File: src/rtl/flash_pkg.sv
package flash_pkg;
  // Width needed to hold the longer of the two phase lengths.
  function automatic int unsigned count_width(int unsigned light_t, int unsigned dark_t);
    int unsigned m;
    m = (light_t > dark_t) ? light_t : dark_t;
    return (m < 2) ? 1 : $clog2(m + 1);
  endfunction

  // Number of ticks for the phase being entered.
  function automatic int unsigned phase_length(logic entering_dark,
                                               int unsigned light_t,
                                               int unsigned dark_t);
    return entering_dark ? dark_t : light_t;
  endfunction
endpackage

File: src/rtl/flash_tick_counter.sv
module flash_tick_counter #(
  parameter int unsigned LIGHT_TICKS = 16,
  parameter int unsigned DARK_TICKS  = 8,
  parameter int unsigned CNT_W       = 5
) (
  input  logic             clk,
  input  logic             rst_n,
  input  logic             restart,
  input  logic             advance,
  input  logic             to_dark,
  output logic [CNT_W-1:0] count,
  output logic             expire
);
  localparam int unsigned MAXT = (LIGHT_TICKS > DARK_TICKS) ? LIGHT_TICKS : DARK_TICKS;
  localparam logic [CNT_W-1:0] LIGHT_LOAD = CNT_W'(LIGHT_TICKS);

  logic [CNT_W-1:0] reload;
  assign reload = CNT_W'(flash_pkg::phase_length(to_dark, LIGHT_TICKS, DARK_TICKS));
  assign expire = advance && (count == CNT_W'(1));

  always_ff @(posedge clk or negedge rst_n) begin
    if (!rst_n)          count <= LIGHT_LOAD;
    else if (restart)    count <= LIGHT_LOAD;
    else if (expire)     count <= reload;
    else if (advance)    count <= count - CNT_W'(1);
  end

  // the remaining count never leaves 1..max phase length
  assert_count_range_R4: assert property (@(posedge clk) disable iff (!rst_n)
    (count >= CNT_W'(1)) && (count <= CNT_W'(MAXT)));
  // an expiry loads the length of the phase being entered
  assert_reload_R5: assert property (@(posedge clk) disable iff (!rst_n)
    (expire && !restart) |=> (count == $past(reload)));
  // no tick, no restart: count is frozen
  assert_count_hold_R7: assert property (@(posedge clk) disable iff (!rst_n)
    (!advance && !restart) |=> $stable(count));
endmodule

File: src/rtl/flash_phase_ctl.sv
module flash_phase_ctl (
  input  logic clk,
  input  logic rst_n,
  input  logic enable,
  input  logic expire,
  output logic dark,
  output logic running
);
  always_ff @(posedge clk or negedge rst_n) begin
    if (!rst_n) begin
      dark    <= 1'b1;
      running <= 1'b0;
    end else if (!enable) begin
      dark    <= 1'b1;
      running <= 1'b0;
    end else if (!running) begin
      dark    <= 1'b0;
      running <= 1'b1;
    end else if (expire) begin
      dark    <= ~dark;
    end
  end

  // disabled edge forces the mask on
  assert_idle_dark_R2: assert property (@(posedge clk) disable iff (!rst_n)
    !enable |=> (dark && !running));
  // activation begins lit
  assert_start_lit_R3: assert property (@(posedge clk) disable iff (!rst_n)
    (enable && !running) |=> (!dark && running));
  // an expiry while running inverts the phase
  assert_flip_R5: assert property (@(posedge clk) disable iff (!rst_n)
    (enable && running && expire) |=> (dark != $past(dark)));
  // running without expiry holds the phase
  assert_phase_hold_R7: assert property (@(posedge clk) disable iff (!rst_n)
    (enable && running && !expire) |=> $stable(dark));
endmodule

File: src/rtl/flash_dark_timer.sv
module flash_dark_timer #(
  parameter int unsigned LIGHT_TICKS = 16,
  parameter int unsigned DARK_TICKS  = 8
) (
  input  logic clk,
  input  logic rst_n,
  input  logic enable,
  input  logic tick,
  output logic dark
);
  localparam int unsigned CNT_W = flash_pkg::count_width(LIGHT_TICKS, DARK_TICKS);

  logic             running;
  logic             restart_w;
  logic             advance_w;
  logic             expire_w;
  logic             to_dark_w;
  logic [CNT_W-1:0] count_w;

  assign restart_w = !enable || !running;
  assign advance_w = enable && running && tick;
  assign to_dark_w = !dark;

  flash_tick_counter #(
    .LIGHT_TICKS(LIGHT_TICKS),
    .DARK_TICKS (DARK_TICKS),
    .CNT_W      (CNT_W)
  ) cnt_i (
    .clk    (clk),
    .rst_n  (rst_n),
    .restart(restart_w),
    .advance(advance_w),
    .to_dark(to_dark_w),
    .count  (count_w),
    .expire (expire_w)
  );

  flash_phase_ctl phase_i (
    .clk    (clk),
    .rst_n  (rst_n),
    .enable (enable),
    .expire (expire_w),
    .dark   (dark),
    .running(running)
  );

  // an idle timer always sits at the full lit length
  assert_idle_reload_R8: assert property (@(posedge clk) disable iff (!rst_n)
    !running |-> (count_w == CNT_W'(LIGHT_TICKS)));
  // ticks while disabled keep the mask set
  assert_tick_ignored_R6: assert property (@(posedge clk) disable iff (!rst_n)
    (!enable && tick) |=> dark);
endmodule

File: config.mk
export PLATFORM = sky130hd
export DESIGN_NAME = flash_dark_timer
export DESIGN_NICKNAME = d
export VERILOG_FILES = /design/src/rtl/flash_pkg.sv /design/src/rtl/flash_tick_counter.sv /design/src/rtl/flash_phase_ctl.sv /design/src/rtl/flash_dark_timer.sv
export SDC_FILE = /design/constraint.sdc
export NUM_CORES = 1
export LEC_CHECK = 0
export ABC_AREA = 1
export BUFFER_PORTS_ARGS = -buffer_cell sky130_fd_sc_hd__buf_2
export CORE_AREA = 3 3 40 42
export DETAILED_ROUTE_END_ITERATION = 8
export DIE_AREA = 0 0 43 45
export PLACE_DENSITY = 0.61
export SYNTH_ARGS = -nofsm -noshare
export SYNTH_HDL_FRONTEND = slang
export SYNTH_SLANG_ARGS = --single-unit
File: constraint.sdc
create_clock -name clk -period 2.7 [get_ports clk]
set_input_delay 0.54 -clock clk [delete_from_list [all_inputs] [get_ports clk]]
set_output_delay 0.54 -clock clk [all_outputs]
set_load 0.005 [all_outputs]
==> results of run 1 <==
-- layer usage --
metal  up-vias  wire length, microns  GRT usage (%)
met5         -                     0              0
met4         0                     4          9.036
met3         2                    22          2.390
met2         4                   342          14.67
met1       167                   341          10.54
li1        188                     -              -
-- registers in the layout, indices dropped and copies added (netlist names) --
register / cells
phase_i.running: 1
phase_i.dark: 1
cnt_i.count: 5
-- how the worst min path moves through the flow --
stage,endpoint,slack [ns],cells after the start
2_1_floorplan,cnt_i.count[0]$_DFFE_PN0P_,0.24,0
3_3_place_gp,phase_i.running$_DFF_PN0_,0.38,1
3_5_place_dp,cnt_i.count[2]$_DFFE_PN0P_,0.39,1
4_1_cts,cnt_i.count[2]$_DFFE_PN0P_,0.11,1
5_1_grt,cnt_i.count[2]$_DFFE_PN0P_,0.11,1
6_report,cnt_i.count[2]$_DFFE_PN0P_,0.12,1
-- worst reg2reg max path, stage by stage (launching register included) --
cell     delay [ns]
dfrtp_1        0.36
inv_1          0.13
ha_1           0.18
nand2_2        0.07
nor2_4         0.17
nand2_4        0.08
nand2_4        0.08
nand2_2        0.05
o21ai_2        0.05
-- Yosys cell counts, drive strengths merged --
cell type,count
nand2,19
a21oi,3
o22ai,2
nand3,4
nor2,5
inv,10
dfstp,2
ha,2
nand4,1
o21ai,1
dfrtp,5
-- per-stage QoR --
stage,worst slack (ns),power (uW),hold WS (ns),utilization (%),instances
after floorplan,1.591,154.5,0.2444,-,54
after global placement,1.468,166.4,0.3839,37.49,73
after detailed placement,1.455,167.2,0.3862,37.49,73
after CTS,1.231,266.1,0.1117,39.53,77
after global routing,1.215,279.8,0.1101,39.53,77
final,1.245,258.9,0.1172,39.53,77
-- where the power goes --
| part | internal, uW | switching (uW) |
|---|---|---|
| logic | 17.5 | 28.1 |
| clock network | 56.3 | 37.8 |
| registers | 113 | 5.66 |
| total | 187 | 71.5 |
-- final cells by class --
type                    count  area (sq um)
fillers                   139         777.0
multi-input cells          37         227.7
flip-flops and latches      7         177.7
inverters                  10         37.54
clock buffers               4         26.28
repair buffers              4         20.02
well taps                  15         18.77
-- cells by family after synthesis --
family | after synthesis | share of synthesized area [%]
AO/OA/AOI/OAI | 6 | 9.887
adder cells (fa/ha/maj) | 2 | 5.649
buffers and inverters | 10 | 8.473
flip-flops | 7 | 40.11
AND/OR/NAND/NOR | 29 | 35.88
==> results.toml, run 1 <==
[logic_synthesis]
synth_area_sq_um = 442.9
synth_warnings = 0
synth_seq_area_share_pct = 40.11
syn_inst = 54
syn-num-nets = 60
synth_area_leaders = "dfrtp_1 (28%), dfstp_2 (12%), nand2_1 (11%)"
synth_top_area_share_pct = 28.25
yosys.cell_types.count = 17
synth_top_area_cell = "dfrtp_1"
synth_seq_cells = 7
avgSynthCellArea_sq_um = 8.202

[worst_setup_path]
reg2reg_setup_slack_ns = 1.48
cp-start-kind = "flop"
critPathTopFamily = "flip-flops"
cp.arrival_ns = 0.91
crit_required_ns = 2.16
rr_endpoint = "phase_i.dark$_DFFE_PN1P_"
crit_start = "phase_i.dark$_DFFE_PN1P_"
r2r-start = "cnt_i.count[1]$_DFFE_PN0P_"
worstSetupPathType = "reg2out"
cp-endpoint = "dark"
path_buf_inv = 1
worst_path_largest_cell_delay_ns = 0.55
crit_fanout = 3
worst_path_max_delay_cell = "dfstp_2"
path_depth = 1
crit_path_end_kind = "primary output"
r2r_cells = 8
crit_chain = "buf_2"

[clocking]
cts_tree = "built"
cts.sinks = 7
cts_setup_buffers = 0
cts_buffer_depth = 2
cts_hold_buf = 0
cts-resized-gates = 0
cts_root_buf = "clkbuf_4"
cts_max_level = 1
clk_latency_ns = 0.25
cts_inserted_buffers = 3
clk_pin_slew_ns = 0.05

[place]
routabilityCongestion = 0.7692
place_area_sq_um = 481.7
port_buffers = 4
hpwl_microns = 587.4

[global_routing]
grt_max_degree = 8
grt_pass1_vias = 331
grt.overflow.total = 0
antenna_found_initial = 0
grt_pass1_wl_microns = 1283
track_usage_pct = 9.464

[timing]
hold_violations = 0
setup_violations = 0
finalSetupTns_ns = 0
period_share_pct = 53.87
max_freq_mhz = 687.5
max_slew_margin_pct = 88.77
worst_pin_slew_ns = 0.1685
rsz0062_at_grt = "false"
clock_skew_ns = 0.001533
fin_crit_ns = 1.455
report.final.slew_viol_count = 0

[routing]
drt.antenna.violating_nets = 0
drt_iter0_markers = 5
totalWireLength_microns = 710
vias_per_cell = 4.688
drc_errors = 0
route.vias.total = 361
firstDrtPassIters = 4
wl_per_cell_microns = 9.221

[final_layout]
layout_commonest_cell = "nand2_1"
final_cell_mix = "nand2_1 (13), inv_2 (6), dfrtp_1 (5)"
antennaDiodeCount = 0
layout.nets = 69
fin_area_sq_um = 508.0
area_growth_pct = 14.69
drive_gt1_share_pct = 43.55

[floorplanning]
start_util_pct = 34.47
row_count = 13
core-area_sq_mm = 0.001285
ioPinCount = 5
die_w_microns = 43
dieArea_sq_mm = 0.001935
fp.dieH_microns = 45

[power]
ir_worst_vdd_v = 0.0002351
p_leak_uw = 0.0002678
p_per_area_mw_per_mm2 = 509.6

[hold_path]
hp-class = "in2async"

[status]
status = "finished, final reports clean"

[run]
cap_violations = 0
(Power assumes the default switching activity.)
==> run 2: changes to the inputs <==
--- a/config.mk
+++ b/config.mk
@@ -10,7 +10,7 @@
 export CORE_AREA = 3 3 40 42
 export DETAILED_ROUTE_END_ITERATION = 8
 export DIE_AREA = 0 0 43 45
-export PLACE_DENSITY = 0.61
+export PLACE_DENSITY = 0.63
 export SYNTH_ARGS = -nofsm -noshare
 export SYNTH_HDL_FRONTEND = slang
 export SYNTH_SLANG_ARGS = --single-unit
==> constraint.sdc (replaced) <==
create_clock -name clk -period 1.2 [get_ports clk]
set_input_delay 0.24 -clock clk [delete_from_list [all_inputs] [get_ports clk]]
set_output_delay 0.24 -clock clk [all_outputs]
set_load 0.005 [all_outputs]
==> run 2 against run 1 <==
- register-to-register slack worse by 1.4 ns
- first-iteration DRC count did not move
- combinational power grew 140%
- die area unchanged
- critical path depth did not move
- worst hold slack improved by 0.019 ns
==> results.toml, run 2 (synthesis results as in run 1) <==
[final_layout]
drive_gt1_share_pct = 47.69
layout.nets = 72
layout_commonest_cell = "nand2_1"
antennaDiodeCount = 0
ff_latch_area_sq_um = 177.7
largest_register_ffs = 5
final_cell_mix = "nand2_1 (13), inv_2 (7), dfrtp_1 (5)"
fill_cells = 129
area_growth_pct = 20.90
top_register = "cnt_i.count"
final_cell_count_no_fill = 80
reg.largest.list = "cnt_i.count x5, phase_i.dark x1, phase_i.running x1"
multi_input_area_sq_um = 230.2

[worst_setup_path]
worst_path_largest_cell_delay_ns = 0.55
r2r_cells = 8
r2r-start = "cnt_i.count[1]$_DFFE_PN0P_"
critPathTopFamily = "flip-flops"
crit_path_end_kind = "primary output"
cp-start-kind = "flop"
crit_fanout = 3
rr_endpoint = "phase_i.dark$_DFFE_PN1P_"
path_buf_inv = 1
crit_chain = "buf_2"
crit_required_ns = 0.96
reg2reg_setup_slack_ns = 0.09
worst_path_max_delay_cell = "dfstp_2"
worstSetupPathType = "reg2out"
cp.arrival_ns = 0.90

[clocking]
cts_root_buf = "clkbuf_4"
clk_pin_slew_ns = 0.05
cts_tree = "built"
cts_buffer_depth = 2
cts_max_level = 1
cts_inserted_buffers = 3
clk_latency_ns = 0.24
cts.sinks = 7

[global_routing]
grt_pass1_wl_microns = 1518
grt.overflow.total = 0
grt_max_degree = 8
antenna_found_initial = 0
grt_pass1_vias = 382
track_usage_pct = 10.48

[routing]
route.vias.total = 368
drc_errors = 0
totalWireLength_microns = 747
firstDrtPassIters = 4
wl_per_cell_microns = 9.338
vias_per_cell = 4.600
drt.antenna.violating_nets = 0
drt_iter0_markers = 5

[floorplanning]
core-area_sq_mm = 0.001285
dieArea_sq_mm = 0.001935
fp.dieH_microns = 45
start_util_pct = 34.47
ioPinCount = 5
row_count = 13
die_w_microns = 43

[run]
cap_violations = 0

[power]
ir_worst_vdd_v = 0.0004970
totalPowerFinal_uw = 585.4
p_per_area_mw_per_mm2 = 1093
p_leak_uw = 0.0002805

[hold_path]
hp-start = "enable"
whs_endpoint = "phase_i.running$_DFF_PN0_"
hp-class = "in2reg"
hold_depth = 1

[timing]
clock_skew_ns = 0.003079
whs_ns = 0.1366
worst_pin_slew_ns = 0.1778
fin_crit_ns = 1.142
report.final.slew_viol_count = 0
max_freq_mhz = 876.0
setup_violations = 0
period_share_pct = 95.13
hold_violations = 0
finalSetupTns_ns = 0
finalWorstSetupSlack_ns = 0.05843
rsz0062_at_grt = "true"
max_slew_margin_pct = 88.14

[status]
status = "finished, final reports clean"

[place]
port_buffers = 4
dp.cells = 75
hpwl_microns = 632
pre_cts_slack_ns = 0.04871
routabilityCongestion = 0.7648
-- run 2: worst max-delay path by stage --
| stage | from | end | cells after the start | slack, ns |
|---|---|---|---|---|
| 2_1_floorplan | cnt_i.count[1]$_DFFE_PN0P_ | phase_i.dark$_DFFE_PN1P_ | 8 | 0.09 |
| 3_3_place_gp | cnt_i.count[1]$_DFFE_PN0P_ | cnt_i.count[3]$_DFFE_PN0P_ | 8 | 0.07 |
| 3_5_place_dp | cnt_i.count[1]$_DFFE_PN0P_ | cnt_i.count[3]$_DFFE_PN0P_ | 8 | 0.05 |
| 4_1_cts | cnt_i.count[1]$_DFFE_PN0P_ | cnt_i.count[3]$_DFFE_PN0P_ | 8 | 0.02 |
| 5_1_grt | cnt_i.count[1]$_DFFE_PN0P_ | cnt_i.count[3]$_DFFE_PN0P_ | 8 | -0.006 |
| 6_report | phase_i.dark$_DFFE_PN1P_ | dark | 1 | 0.06 |
-- run 2: power breakdown --
part           internal [uW]  switching, uW  total [uW]  leakage (uW)
registers                255           12.8         268     0.0000866
clock network            126           79.9         206     0.0000150
logic                   46.1           64.8         111      0.000179
total                    428            158         585      0.000280
-- run 2: cell type report --
cell class	count	area share (%)
multi-input combinational	37	42.99
sequential	7	33.18
timing repair buffer	7	8.411
inverter	10	7.009
clock buffer	4	4.907
tap	15	3.505
-- run 2: repair_timing --
action,in CTS,in global routing
resized for setup,0,2
setup buffers,0,0
hold buffers,1,0
endpoints found under the hold margin,5,0
endpoints found under the setup margin,0,3
-- run 2: layer usage --
layer / track usage [%] / routed length [microns] / vias to the layer above / share of wire, %
met3: 2.390 / 38 / 2 / 5.1
li1: - / - / 191 / -
met1: 14.50 / 330 / 169 / 44
met2: 15.27 / 375 / 6 / 50
met4: 5.422 / 4 / 0 / 0.54
met5: 0 / 0 / - / 0
-- run 2: per-stage QoR --
step / util (%) / area (sq um)
2_1_floorplan: - / 442.9
3_3_place_gp: 38.66 / 496.7
3_5_place_dp: 38.66 / 496.7
4_1_cts: 41.48 / 533.0
5_1_grt: 41.67 / 535.5
6_report: 41.67 / 535.5
